`config.mk`:
```
export PLATFORM = sky130hd
export DESIGN_NAME = irt_scan
export DESIGN_NICKNAME = d
export VERILOG_FILES = /design/src/rtl/irt_pkg.sv /design/src/rtl/irt_window.sv /design/src/rtl/irt_pri_slot.sv /design/src/rtl/irt_scan.sv
export SDC_FILE = /design/constraint.sdc
export NUM_CORES = 1
export LEC_CHECK = 0
export ABC_AREA = 1
export CAP_MARGIN = 20
export CORE_MARGIN = 3
export CORE_UTILIZATION = 50
export CTS_BUF_LIST = sky130_fd_sc_hd__clkbuf_16
export DETAILED_ROUTE_END_ITERATION = 10
export GPL_ROUTABILITY_DRIVEN = 0
export PLACE_DENSITY = 0.79
export SYNTH_ARGS = -nofsm -noshare
export SYNTH_HDL_FRONTEND = slang
export SYNTH_SLANG_ARGS = --single-unit
export TNS_END_PERCENT = 5
```
`constraint.sdc`:
```
create_clock -name clk -period 7.22 [get_ports clk]
set_input_delay 0.722 -clock clk [delete_from_list [all_inputs] [get_ports clk]]
set_output_delay 0.722 -clock clk [all_outputs]
set_load 0.005 [all_outputs]
```
`src/rtl/irt_pkg.sv`:
```
// Shared constants and layout offsets for the routing table scanner.
// Assumes byte-wide little-endian header fields.
package irt_pkg;
    localparam int PRI_HDR_BYTES = 32;   // fixed long-layout header
    localparam int ENTRY_BYTES   = 16;   // one routing entry
    localparam int WIN_BYTES     = 8;    // header window (short header length)
    localparam int PRI_MASK_OFS  = 10;   // exclusive mask, long layout
endpackage

```
`src/rtl/irt_window.sv`:
```
// Sliding window of the most recent header bytes.
// Presents WIN bytes: the WIN-1 bytes that came before and the byte on in_data now.
// full is high once WIN-1 bytes have arrived since the last clear.
module irt_window #(
    parameter int WIN = 8
) (
    input  logic             clk,
    input  logic             rst_n,
    input  logic             clr,
    input  logic             in_valid,
    input  logic [7:0]       in_data,
    output logic [8*WIN-1:0] view,
    output logic             full
);
    localparam int HIST = WIN - 1;
    localparam int CW   = $clog2(WIN);

    logic [7:0]    hist [HIST];
    logic [CW-1:0] fill;

    // Shift each accepted byte into the history and count fill up to HIST
    always_ff @(posedge clk) begin
        if (!rst_n || clr) begin
            fill <= '0;
            for (int k = 0; k < HIST; k++) hist[k] <= 8'h00;
        end else if (in_valid) begin
            for (int k = 0; k < HIST - 1; k++) hist[k] <= hist[k+1];
            hist[HIST-1] <= in_data;
            if (fill != CW'(HIST)) fill <= fill + 1'b1;
        end
    end

    generate
        for (genvar k = 0; k < HIST; k++) begin : g_view
            assign view[8*k +: 8] = hist[k];
        end
    endgenerate
    assign view[8*HIST +: 8] = in_data;
    assign full = (fill == CW'(HIST));
endmodule

```
`src/rtl/irt_pri_slot.sv`:
```
// One checksum tracker for a long-layout candidate.
// It is loaded with the window sum when a header passes. It then adds each later byte
// and flags completion on the byte at start+size-1.
// Assumes it is loaded only while idle and that size >= 32.
module irt_pri_slot #(
    parameter int ADDR_W = 16
) (
    input  logic              clk,
    input  logic              rst_n,
    input  logic              clr,
    input  logic              step,
    input  logic [7:0]        data,
    input  logic              load,
    input  logic [ADDR_W-1:0] ld_base,
    input  logic [15:0]       ld_size,
    input  logic [7:0]        ld_sum,
    output logic              busy,
    output logic              hit_ok,
    output logic [ADDR_W-1:0] base,
    output logic [15:0]       size,
    output logic [15:0]       mask
);
    import irt_pkg::*;

    logic [15:0] idx;
    logic [7:0]  sum_q;
    logic [7:0]  sum_nxt;
    logic        last_now;

    // Completion test for the byte being presented
    always_comb begin
        sum_nxt  = sum_q + data;
        last_now = busy && step && (idx == size - 16'd1);
        hit_ok   = last_now && (sum_nxt == 8'h00);
    end

    // Track offset, running sum and the mask bytes of the open candidate
    always_ff @(posedge clk) begin
        if (!rst_n || clr) begin
            busy  <= 1'b0;
            base  <= '0;
            size  <= '0;
            idx   <= '0;
            sum_q <= '0;
            mask  <= '0;
        end else if (load) begin
            busy  <= 1'b1;
            base  <= ld_base;
            size  <= ld_size;
            idx   <= 16'(WIN_BYTES);
            sum_q <= ld_sum;
            mask  <= '0;
        end else if (step && busy) begin
            if (last_now) busy <= 1'b0;
            idx   <= idx + 16'd1;
            sum_q <= sum_nxt;
            if (idx == 16'(PRI_MASK_OFS))     mask[7:0]  <= data;
            if (idx == 16'(PRI_MASK_OFS + 1)) mask[15:8] <= data;
        end
    end


    idx_in_range_chk: assert property (@(posedge clk) disable iff (!rst_n)
        busy |-> (idx < size));
endmodule

```
`src/rtl/irt_scan.sv`:
```
// Streaming interrupt routing table validator.
// It decodes both header layouts from a sliding window, opens NSLOT checksum trackers
// for aligned long-layout headers, and holds the first valid short header until the
// region ends. It emits one report per scan.
// Assumes the bytes arrive in contiguous ascending address order after scan_start,
// and that region_end is held steady for the whole scan.
module irt_scan #(
    parameter int          ADDR_W  = 16,
    parameter int          NSLOT   = 2,
    parameter logic [31:0] PRI_SIG = 32'h5249_5024,
    parameter logic [15:0] PRI_VER = 16'h0100,
    parameter logic [31:0] ALT_SIG = 32'h5452_4924
) (
    input  logic              clk,
    input  logic              rst_n,
    input  logic              scan_start,
    input  logic [ADDR_W-1:0] region_end,
    input  logic              in_valid,
    input  logic [ADDR_W-1:0] in_addr,
    input  logic [7:0]        in_data,
    output logic              found,
    output logic [ADDR_W-1:0] found_addr,
    output logic              found_alt,
    output logic [15:0]       found_size,
    output logic [11:0]       found_count,
    output logic [7:0]        found_alloc,
    output logic [15:0]       found_mask
);
    import irt_pkg::*;

    localparam int EW = ADDR_W + 17;
    localparam logic [ADDR_W-1:0] BACK = ADDR_W'(WIN_BYTES - 1);
    localparam logic [ADDR_W-1:0] ONE  = ADDR_W'(1);

    logic [8*WIN_BYTES-1:0] view;
    logic                   full;
    logic                   done, alt_pend, live, at_last;
    logic                   cand, alt_now, pri_any, taken;
    logic [ADDR_W-1:0]      base_c, hit_base;
    logic [15:0]            psize, hit_size, hit_mask;
    logic [7:0]             wsum;
    logic [ADDR_W-1:0]      a_addr;
    logic [7:0]             a_alloc, a_used;
    logic [15:0]            a_mask;

    logic [NSLOT-1:0]  s_busy, s_hit, s_start;
    logic [ADDR_W-1:0] s_base [NSLOT];
    logic [15:0]       s_size [NSLOT];
    logic [15:0]       s_mask [NSLOT];

    irt_window #(.WIN(WIN_BYTES)) u_win (
        .clk(clk), .rst_n(rst_n), .clr(scan_start), .in_valid(in_valid),
        .in_data(in_data), .view(view), .full(full)
    );

    generate
        for (genvar i = 0; i < NSLOT; i++) begin : g_slot
            irt_pri_slot #(.ADDR_W(ADDR_W)) u_slot (
                .clk(clk), .rst_n(rst_n), .clr(scan_start), .step(live),
                .data(in_data), .load(s_start[i]), .ld_base(base_c),
                .ld_size(psize), .ld_sum(wsum), .busy(s_busy[i]),
                .hit_ok(s_hit[i]), .base(s_base[i]), .size(s_size[i]),
                .mask(s_mask[i])
            );
        end
    endgenerate

    // Decode both header layouts from the window and sum its bytes
    always_comb begin
        live    = in_valid && !done && !scan_start;
        at_last = live && (in_addr == region_end - ONE);
        base_c  = in_addr - BACK;
        psize   = view[63:48];
        wsum    = 8'h00;
        for (int k = 0; k < WIN_BYTES; k++) wsum = wsum + view[8*k +: 8];
        cand    = live && full && (base_c[3:0] == 4'h0)
               && (view[31:0] == PRI_SIG) && (view[47:32] == PRI_VER)
               && (psize[3:0] == 4'h0) && (psize >= 16'(PRI_HDR_BYTES))
               && ((EW'(base_c) + EW'(psize)) <= EW'(region_end));
        alt_now = live && full && (view[31:0] == ALT_SIG)
               && (view[47:40] != 8'h00) && (view[39:32] >= view[47:40]);
    end

    // Give a new candidate the first idle tracker; pick the earliest completing table
    always_comb begin
        taken    = 1'b0;
        pri_any  = 1'b0;
        hit_base = '0;
        hit_size = '0;
        hit_mask = '0;
        for (int i = 0; i < NSLOT; i++) begin
            s_start[i] = 1'b0;
            if (cand && !s_busy[i] && !taken) begin
                s_start[i] = 1'b1;
                taken      = 1'b1;
            end
            if (s_hit[i] && (!pri_any || s_base[i] < hit_base)) begin
                pri_any  = 1'b1;
                hit_base = s_base[i];
                hit_size = s_size[i];
                hit_mask = s_mask[i];
            end
        end
    end

    // Report the first accepted table and hold the first short header until region end
    always_ff @(posedge clk) begin
        if (!rst_n || scan_start) begin
            done        <= 1'b0;
            alt_pend    <= 1'b0;
            a_addr      <= '0;
            a_alloc     <= '0;
            a_used      <= '0;
            a_mask      <= '0;
            found       <= 1'b0;
            found_addr  <= '0;
            found_alt   <= 1'b0;
            found_size  <= '0;
            found_count <= '0;
            found_alloc <= '0;
            found_mask  <= '0;
        end else begin
            found <= 1'b0;
            if (live) begin
                if (pri_any) begin
                    found       <= 1'b1;
                    found_addr  <= hit_base;
                    found_alt   <= 1'b0;
                    found_size  <= hit_size;
                    found_count <= hit_size[15:4] - 12'd2;
                    found_alloc <= 8'h00;
                    found_mask  <= hit_mask;
                    done        <= 1'b1;
                end else if (at_last && (alt_pend || alt_now)) begin
                    found       <= 1'b1;
                    found_alt   <= 1'b1;
                    found_size  <= 16'h0000;
                    found_addr  <= alt_pend ? a_addr  : base_c;
                    found_count <= {4'h0, (alt_pend ? a_used : view[47:40])};
                    found_alloc <= alt_pend ? a_alloc : view[39:32];
                    found_mask  <= alt_pend ? a_mask  : view[63:48];
                end
                if (at_last) done <= 1'b1;
                if (alt_now && !alt_pend) begin
                    alt_pend <= 1'b1;
                    a_addr   <= base_c;
                    a_alloc  <= view[39:32];
                    a_used   <= view[47:40];
                    a_mask   <= view[63:48];
                end
            end
        end
    end


    single_pulse_chk: assert property (@(posedge clk) disable iff (!rst_n)
        found |=> !found);

    pri_aligned_chk: assert property (@(posedge clk) disable iff (!rst_n)
        (found && !found_alt) |-> (found_addr[3:0] == 4'h0));

    pri_size_chk: assert property (@(posedge clk) disable iff (!rst_n)
        (found && !found_alt) |-> (found_size[3:0] == 4'h0 && found_size >= 16'd32));

    alt_counts_chk: assert property (@(posedge clk) disable iff (!rst_n)
        (found && found_alt) |-> (found_count != 12'd0 && {4'h0, found_alloc} >= found_count));

    alt_at_end_chk: assert property (@(posedge clk) disable iff (!rst_n)
        (found && found_alt) |-> $past(in_valid && in_addr == region_end - ONE));
endmodule

```
==> impl_metrics.tcl, run 1 <==
set metrics [dict create \
    synth_seq_area_share_pct 36.23 \
    synthesis.nets 2798 \
    nFillCells 3427 \
    clk_pin_slew_ns 0.06 \
    power_density_nw_per_um2 203.4 \
    wl_per_cell_um 18.85 \
    skew_ns 0.02940 \
    cp.arrival_ns 6.93 \
    reg2reg_depth 29 \
    tns_ns 0 \
    worst_pin_slew_ns 1.094 \
    clock_path_buffers 3 \
    synth_edf_count 56 \
    setup_violations 0 \
    firstDrtPassIters 6 \
    hp-class "reg2reg" \
    grt_pass1_wl_um 96600 \
    crit_slowest_cell "clkdlybuf4s50_1" \
    die_h_um 203.5 \
    syn_inst 2623 \
    hold_start "a_addr[15]$_SDFFE_PP0P_" \
    synth_area_um2 19500 \
    drc 0 \
    final_common_cell "nand2_1" \
    rrSetupSlack_ns 1.34 \
    seq_area_um2 7067 \
    async_flop_share_pct 0 \
    worstSetupPathType "in2reg" \
    insertion_delay_ns 0.57 \
    reg2reg_from "u_win.hist[6][1]$_SDFFCE_PP0P_" \
    grt_max_degree 68 \
    drive_gt1_share_pct 4.842 \
    diodes 0 \
    drtAntennaViolNets 0 \
    syn2layout_area_growth_pct 15.05 \
    htree_levels 2 \
    detail_route.wirelength_um 61420 \
    rsz0062_at_grt "no" \
    path_buf_inv 7 \
    period_minus_slack_ns 6.489 \
    numCtsBuffers 38 \
    grt_overflow_total 0 \
    track_usage_pct 29.15 \
    root_buffer "clkbuf_16" \
    post-route-period-util_pct 89.88 \
    cts_tree "done" \
    drt_iter0_markers 2002 \
    initial_core_util_pct 51.30 \
    fmax_mhz 154.1 \
    dp_hpwl_um 45790 \
    cellLeakagePower_uw 0.009654 \
    cts_num_sinks 325 \
    drv_cap 0 \
    synth_cell_types 61 \
    chipWidth_um 203.5 \
    cts_hold_buf 0 \
    grt_antenna_before_repair 1 \
    die-area_um2 41410 \
    multiInputGateArea_um2 10640 \
    critPathRequiredTime_ns 7.66 \
    r2r-end "g_slot[1].u_slot.sum_q[7]$_SDFFE_PP0P_" \
    design.core.area_um2 38020 \
    cp_top_family "simple AND/OR/NAND/NOR gates" \
    total_power_uw 4565 \
    rows 71 \
    critPathCaptureType "flop" \
    crit_cells 32 \
    startpoint_type "input port" \
    synthFlopType "dfxtp_1" \
    cts_setup_buffers 0 \
    grt_pass1_vias 18320 \
    ctsResizeCount 0 \
    port_buffers 113 \
    timing_hold_violations_final 0 \
    ys_seq_elements 325 \
    final_nets 2892 \
    cp_common_cell "nand2_1" \
    min_to "a_addr[15]$_SDFFE_PP0P_" \
    routed_via_density 5.764 \
    cp_slowest_stage_delay_ns 0.51 \
    drv_slew 0 \
    slew_headroom_pct 27.08 \
    vias 18780 \
    peakVddDrop_mv 0.1653 \
    boundaryPins 114 \
    synth.avg_cell_area_um2 7.436 \
    ys.warnings.count 0 \
    final_cell_mix "nand2_1, inv_1, nor2_1" \
    status "complete, no violations" \
    holdPathStages 2 \
    critical_path_peak_fanout 16 \
]
## through the flow
step / util, % / instance area (um^2) / hold WS (ns) / instances / setup slack (ns)
global route: 59.02 / 22440 / 0.4785 / 3258 / 0.1320
CTS: 58.91 / 22400 / 0.4453 / 3256 / 0.7908
floorplan: - / 19500 / 0.4191 / 2623 / 1.634
finish: 59.02 / 22440 / 0.4460 / 3258 / 0.7307
detailed placement: 55.61 / 21140 / 0.4340 / 3186 / 0.2262
global placement: 55.61 / 21140 / 0.4295 / 3186 / 0.5420
## synthesized netlist by cell type, drive strengths merged (30+ instances only)
library cell / number / area (um^2)
a21oi: 215 / 1076
a22oi: 30 / 225.2
clkbuf: 78 / 292.8
dfxtp: 269 / 5385
edfxtp: 56 / 1682
fa: 42 / 840.8
ha: 89 / 1114
inv: 370 / 1389
nand2: 474 / 1804
nand3: 104 / 530.5
nand4: 43 / 269.0
nor2: 295 / 1146
nor3: 42 / 231.5
nor4: 38 / 244.0
o21ai: 174 / 878.3
xnor2: 44 / 385.4
xor2: 92 / 805.8
## where the power goes
group	internal, uW	switching, uW	leakage [uW]
Clock	1150	818	0.000639
Sequential	1860	25.0	0.00282
Combinational	259	455	0.00620
Total	3270	1300	0.00965
## worst max-delay path by stage
stage,from,end
final,in_addr[0],g_slot[1].u_slot.sum_q[7]$_SDFFE_PP0P_
after global placement,in_addr[0],g_slot[1].u_slot.sum_q[7]$_SDFFE_PP0P_
after CTS,in_addr[0],g_slot[1].u_slot.sum_q[6]$_SDFFE_PP0P_
after global routing,in_addr[0],g_slot[1].u_slot.sum_q[6]$_SDFFE_PP0P_
after floorplan,in_addr[0],g_slot[0].u_slot.idx[14]$_SDFFE_PP0P_
after detailed placement,in_addr[0],g_slot[1].u_slot.sum_q[7]$_SDFFE_PP0P_
## routing by layer
metal / GRT usage, % / wire, um
met1: 37.81 / 24380
met2: 46.88 / 27440
met3: 5.666 / 6526
met4: 14.13 / 3058
met5: 0 / 13
## layout make-up
type,instances,share of cell area (%)
Inverter,375,6.273
Timing Repair Buffer,150,6.390
Sequential cell,325,31.49
Tap cell,511,2.849
Multi-Input combinational cell,1827,47.40
Clock buffer,38,4.238
Clock inverter,32,1.361
## flip-flops by register name, summed over array words and instances, names as in the netlist, 12 cells and up
signal               count
a_addr                  16
a_mask                  16
found_addr              16
found_count             12
found_mask              16
found_size              16
g_slot.u_slot.base      32
g_slot.u_slot.idx       32
g_slot.u_slot.mask      32
g_slot.u_slot.size      32
g_slot.u_slot.sum_q     16
u_win.hist              56
## kinds of logic (layout without fill, tap and decap cells)
group,count (synthesis),after routing,share of synthesized area (%)
AO/OA/AOI/OAI,528,528,15.34
XOR/XNOR,136,136,6.107
adder cells (fa/ha/maj),131,131,10.02
buffers and inverters,471,595,9.328
flip-flops,325,325,36.23
AND/OR/NAND/NOR,1032,1032,22.97
## worst register-to-register path, delay by kind of cell (launching register included)
family,cells,cell delay (ns)
compound gates,14,2.62
fa+ha+maj,2,0.77
flops,1,0.52
xor+xnor,1,0.18
simple gates,8,0.89
buf+inv,4,0.79
(Power assumes the default switching activity.)
==> inputs of run 2 (changes only) <==
--- a/config.mk
+++ b/config.mk
@@ -5,7 +5,6 @@
 export SDC_FILE = /design/constraint.sdc
 export NUM_CORES = 1
 export LEC_CHECK = 0
-export ABC_AREA = 1
 export CAP_MARGIN = 20
 export CORE_MARGIN = 3
 export CORE_UTILIZATION = 50
==> run 2 against run 1 <==
Synthesized cell count is 19% lower. Synthesized area is 1.0% lower. Global-route usage is 1.8 points lower. Worst hold slack better by 0.0086 ns. Routed wire length is 5.9% lower. Largest power group is now registers. Via count is 10% lower. Final cell count is 16% lower. Largest cell class unchanged. Power is 3.1% lower. Sequential power hardly changed. Clock skew is 0.00084 ns lower. Critical path depth is 8 lower.
==> impl_metrics.tcl, run 2 <==
set metrics [dict create \
    drv_cap 0 \
    skew_ns 0.02856 \
    setup_violations 0 \
    synth_compound_area_share_pct 12.90 \
    cts_setup_buffers 0 \
    final_cell_mix "nor2_1, dfxtp_1, nand2_1" \
    ys.warnings.count 0 \
    synth_area_um2 19310 \
    dp_hpwl_um 41400 \
    synth_largest_area_cell "dfxtp_1" \
    top_register "u_win.hist" \
    synth_edf_count 56 \
    vias 16870 \
    clock_path_buffers 3 \
    drv_slew 0 \
    die-area_um2 41010 \
    async_flop_share_pct 0 \
    routed_via_density 6.159 \
    syn2layout_area_growth_pct 14.26 \
    period_minus_slack_ns 6.511 \
    synth_common_cells "nor2_1, dfxtp_1, nand2_1" \
    syn_inst 2134 \
    final_nets 2376 \
    cts_hold_buf 0 \
    timing_hold_violations_final 0 \
    chipWidth_um 202.5 \
    detail_route.wirelength_um 57820 \
    path_buf_inv 3 \
    synth_cell_types 94 \
    numCtsBuffers 36 \
    clk_pin_slew_ns 0.06 \
    tns_ns 0 \
    initial_core_util_pct 51.02 \
    critPathRequiredTime_ns 7.62 \
    ctsResizeCount 0 \
    synth_top_family_by_area "simple AND/OR/NAND/NOR gates" \
    fmax_mhz 153.6 \
    synth_fa_ha_area_share_pct 10.12 \
    cp_common_cell "a21oi_1" \
    whs_ns 0.4546 \
    drtAntennaViolNets 0 \
    final_common_cell "nor2_1" \
    grt_pass1_vias 16480 \
    grt_pass1_wl_um 90590 \
    critPathCaptureType "flop" \
    slew_headroom_pct 28.55 \
    port_buffers 113 \
    insertion_delay_ns 0.54 \
    peakVddDrop_mv 0.1679 \
    synth-simple-area-share_pct 20.07 \
    stdcell_area_um2 22060 \
    p_sw_uw 1210 \
    worst_pin_slew_ns 1.062 \
    cts_tree "done" \
    power_density_nw_per_um2 200.6 \
    diodes 0 \
    rows 71 \
    worstPathCellList "clkdlybuf4s50_1 > ha_1 > a21oi_1 > nor3b_1 > nand2_1 > xor2_1 > inv_1 > ha_1 > a21o_1 > a21oi_1 > o21ai_0 > a21bo_2 > a21oi_1 > xnor2_1 > ha_1 > nor3_1 > o21ai_0 > a221oi_1 > a21oi_1 > o31a_1 > or3_1 > nand2_1 > buf_4 > nor2_1" \
    post-route-period-util_pct 90.18 \
    worstSetupPathType "in2reg" \
    critical_path_peak_fanout 33 \
    die_h_um 202.5 \
    track_usage_pct 27.39 \
    synthesis.nets 2309 \
    switching_share_pct 27.35 \
    synth.avg_cell_area_um2 9.047 \
    synth-xor-area-share_pct 6.721 \
    placed_area_um2 20890 \
    p_clk_share_pct 41.8 \
    root_buffer "clkbuf_16" \
    seqPwrFrac_pct 42.8 \
    status "complete, no violations" \
    grt_max_degree 89 \
    hp-class "reg2reg" \
    intPower_uw 3215 \
    cp.arrival_ns 6.91 \
    cp_top_family "compound AO/OA/AOI/OAI gates" \
    cp_slowest_stage_delay_ns 0.67 \
    cts_num_sinks 325 \
    drt_iter0_markers 1687 \
    ys_seq_elements 325 \
    synthFlopType "dfxtp_1" \
    synth_seq_area_share_pct 36.60 \
    wl_per_cell_um 21.11 \
    startpoint_type "input port" \
    largest_register_ffs 56 \
    synth.top_cell.area_share_pct 27.89 \
    p_comb_share_pct 15.4 \
    drc 0 \
    design.core.area_um2 37840 \
    rsz0062_at_grt "no" \
    synthTopCellsByArea "dfxtp_1, edfxtp_1, mux2i_1, ha_1, nor2_1" \
    synthMuxAreaShare_pct 8.555 \
    htree_levels 2 \
    grt_overflow_total 0 \
    cellLeakagePower_uw 0.008137 \
    firstDrtPassIters 9 \
    crit_slowest_cell "clkdlybuf4s50_1" \
    grt_antenna_before_repair 0 \
    boundaryPins 114 \
    drive_gt1_share_pct 6.553 \
    synth_most_common_cell "nor2_1" \
]
[run 2: area by class of cell]
class | instances | area [um^2]
fillers | 3242 | 15780
multi-input cells | 1576 | 11330
flip-flops and latches | 325 | 7068
repair buffers | 152 | 1436
clock buffers | 36 | 900.9
well taps | 511 | 639.4
inverters | 110 | 412.9
clock inverters | 29 | 267.8
[run 2: metal layers]
| layer | vias to the layer above | global-route usage, % | part of all wire, % |
|---|---|---|---|
| met3 | 218 | 5.051 | 9.5 |
| met2 | 860 | 44.01 | 45 |
| met4 | 0 | 12.77 | 5.3 |
| met1 | 8080 | 36.00 | 40 |
| li1 | 7712 | - | - |
| met5 | - | 0 | 0 |
[run 2: logic make-up after synthesis]
family	Yosys count
AND/OR/NAND/NOR	770
buffers and inverters	233
flip-flops	325
adder cells (fa/ha/maj)	131
AO/OA/AOI/OAI	367
multiplexers	163
XOR/XNOR	145
[run 2: power by group through the flow]
stage / Combinational, uW / Clock [uW] / Sequential [uW]
floorplan: 452 / 0 / 1910
global placement: 638 / 0 / 1930
detailed placement: 663 / 0 / 1930
CTS: 668 / 1870 / 1890
global route: 738 / 1940 / 1900
finish: 681 / 1850 / 1900
[run 2: worst register-to-register path: cells and delay by family, from the launching register on]
kind,cells,cell delay (ns)
AND/OR/NAND/NOR,8,2.10
AO/OA/AOI/OAI,9,1.66
adder cells (fa/ha/maj),3,0.84
buffers and inverters,2,0.42
flip-flops,1,0.35
multiplexers,1,0.23
XOR/XNOR,1,0.14
[run 2: metrics by stage]
step / setup slack (ns) / power [uW] / util [%] / instances
4_1_cts: 0.8163 / 4428 / 58.29 / 2739
2_1_floorplan: 1.292 / 2366 / - / 2134
6_report: 0.7092 / 4425 / 58.29 / 2739
3_3_place_gp: 0.4429 / 2570 / 55.20 / 2674
3_5_place_dp: 0.3140 / 2596 / 55.20 / 2674
5_1_grt: 0.06353 / 4573 / 58.29 / 2739
[run 2: path summary, 6_finish.rpt]
path / cells past startpoint / from / endpoint / slack (ns)
worst max-delay path: 24 / in_addr[0] / g_slot[1].u_slot.idx[12]$_SDFFE_PP0P_ / 0.71
worst min register to register: 2 / found_addr[10]$_SDFFE_PP0P_ / found_addr[10]$_SDFFE_PP0P_ / 0.45
worst min-delay path: 2 / found_addr[10]$_SDFFE_PP0P_ / found_addr[10]$_SDFFE_PP0P_ / 0.45
worst max register to register: 24 / g_slot[0].u_slot.size[0]$_SDFFE_PP0P_ / found_count[11]$_SDFFE_PP0P_ / 1.39
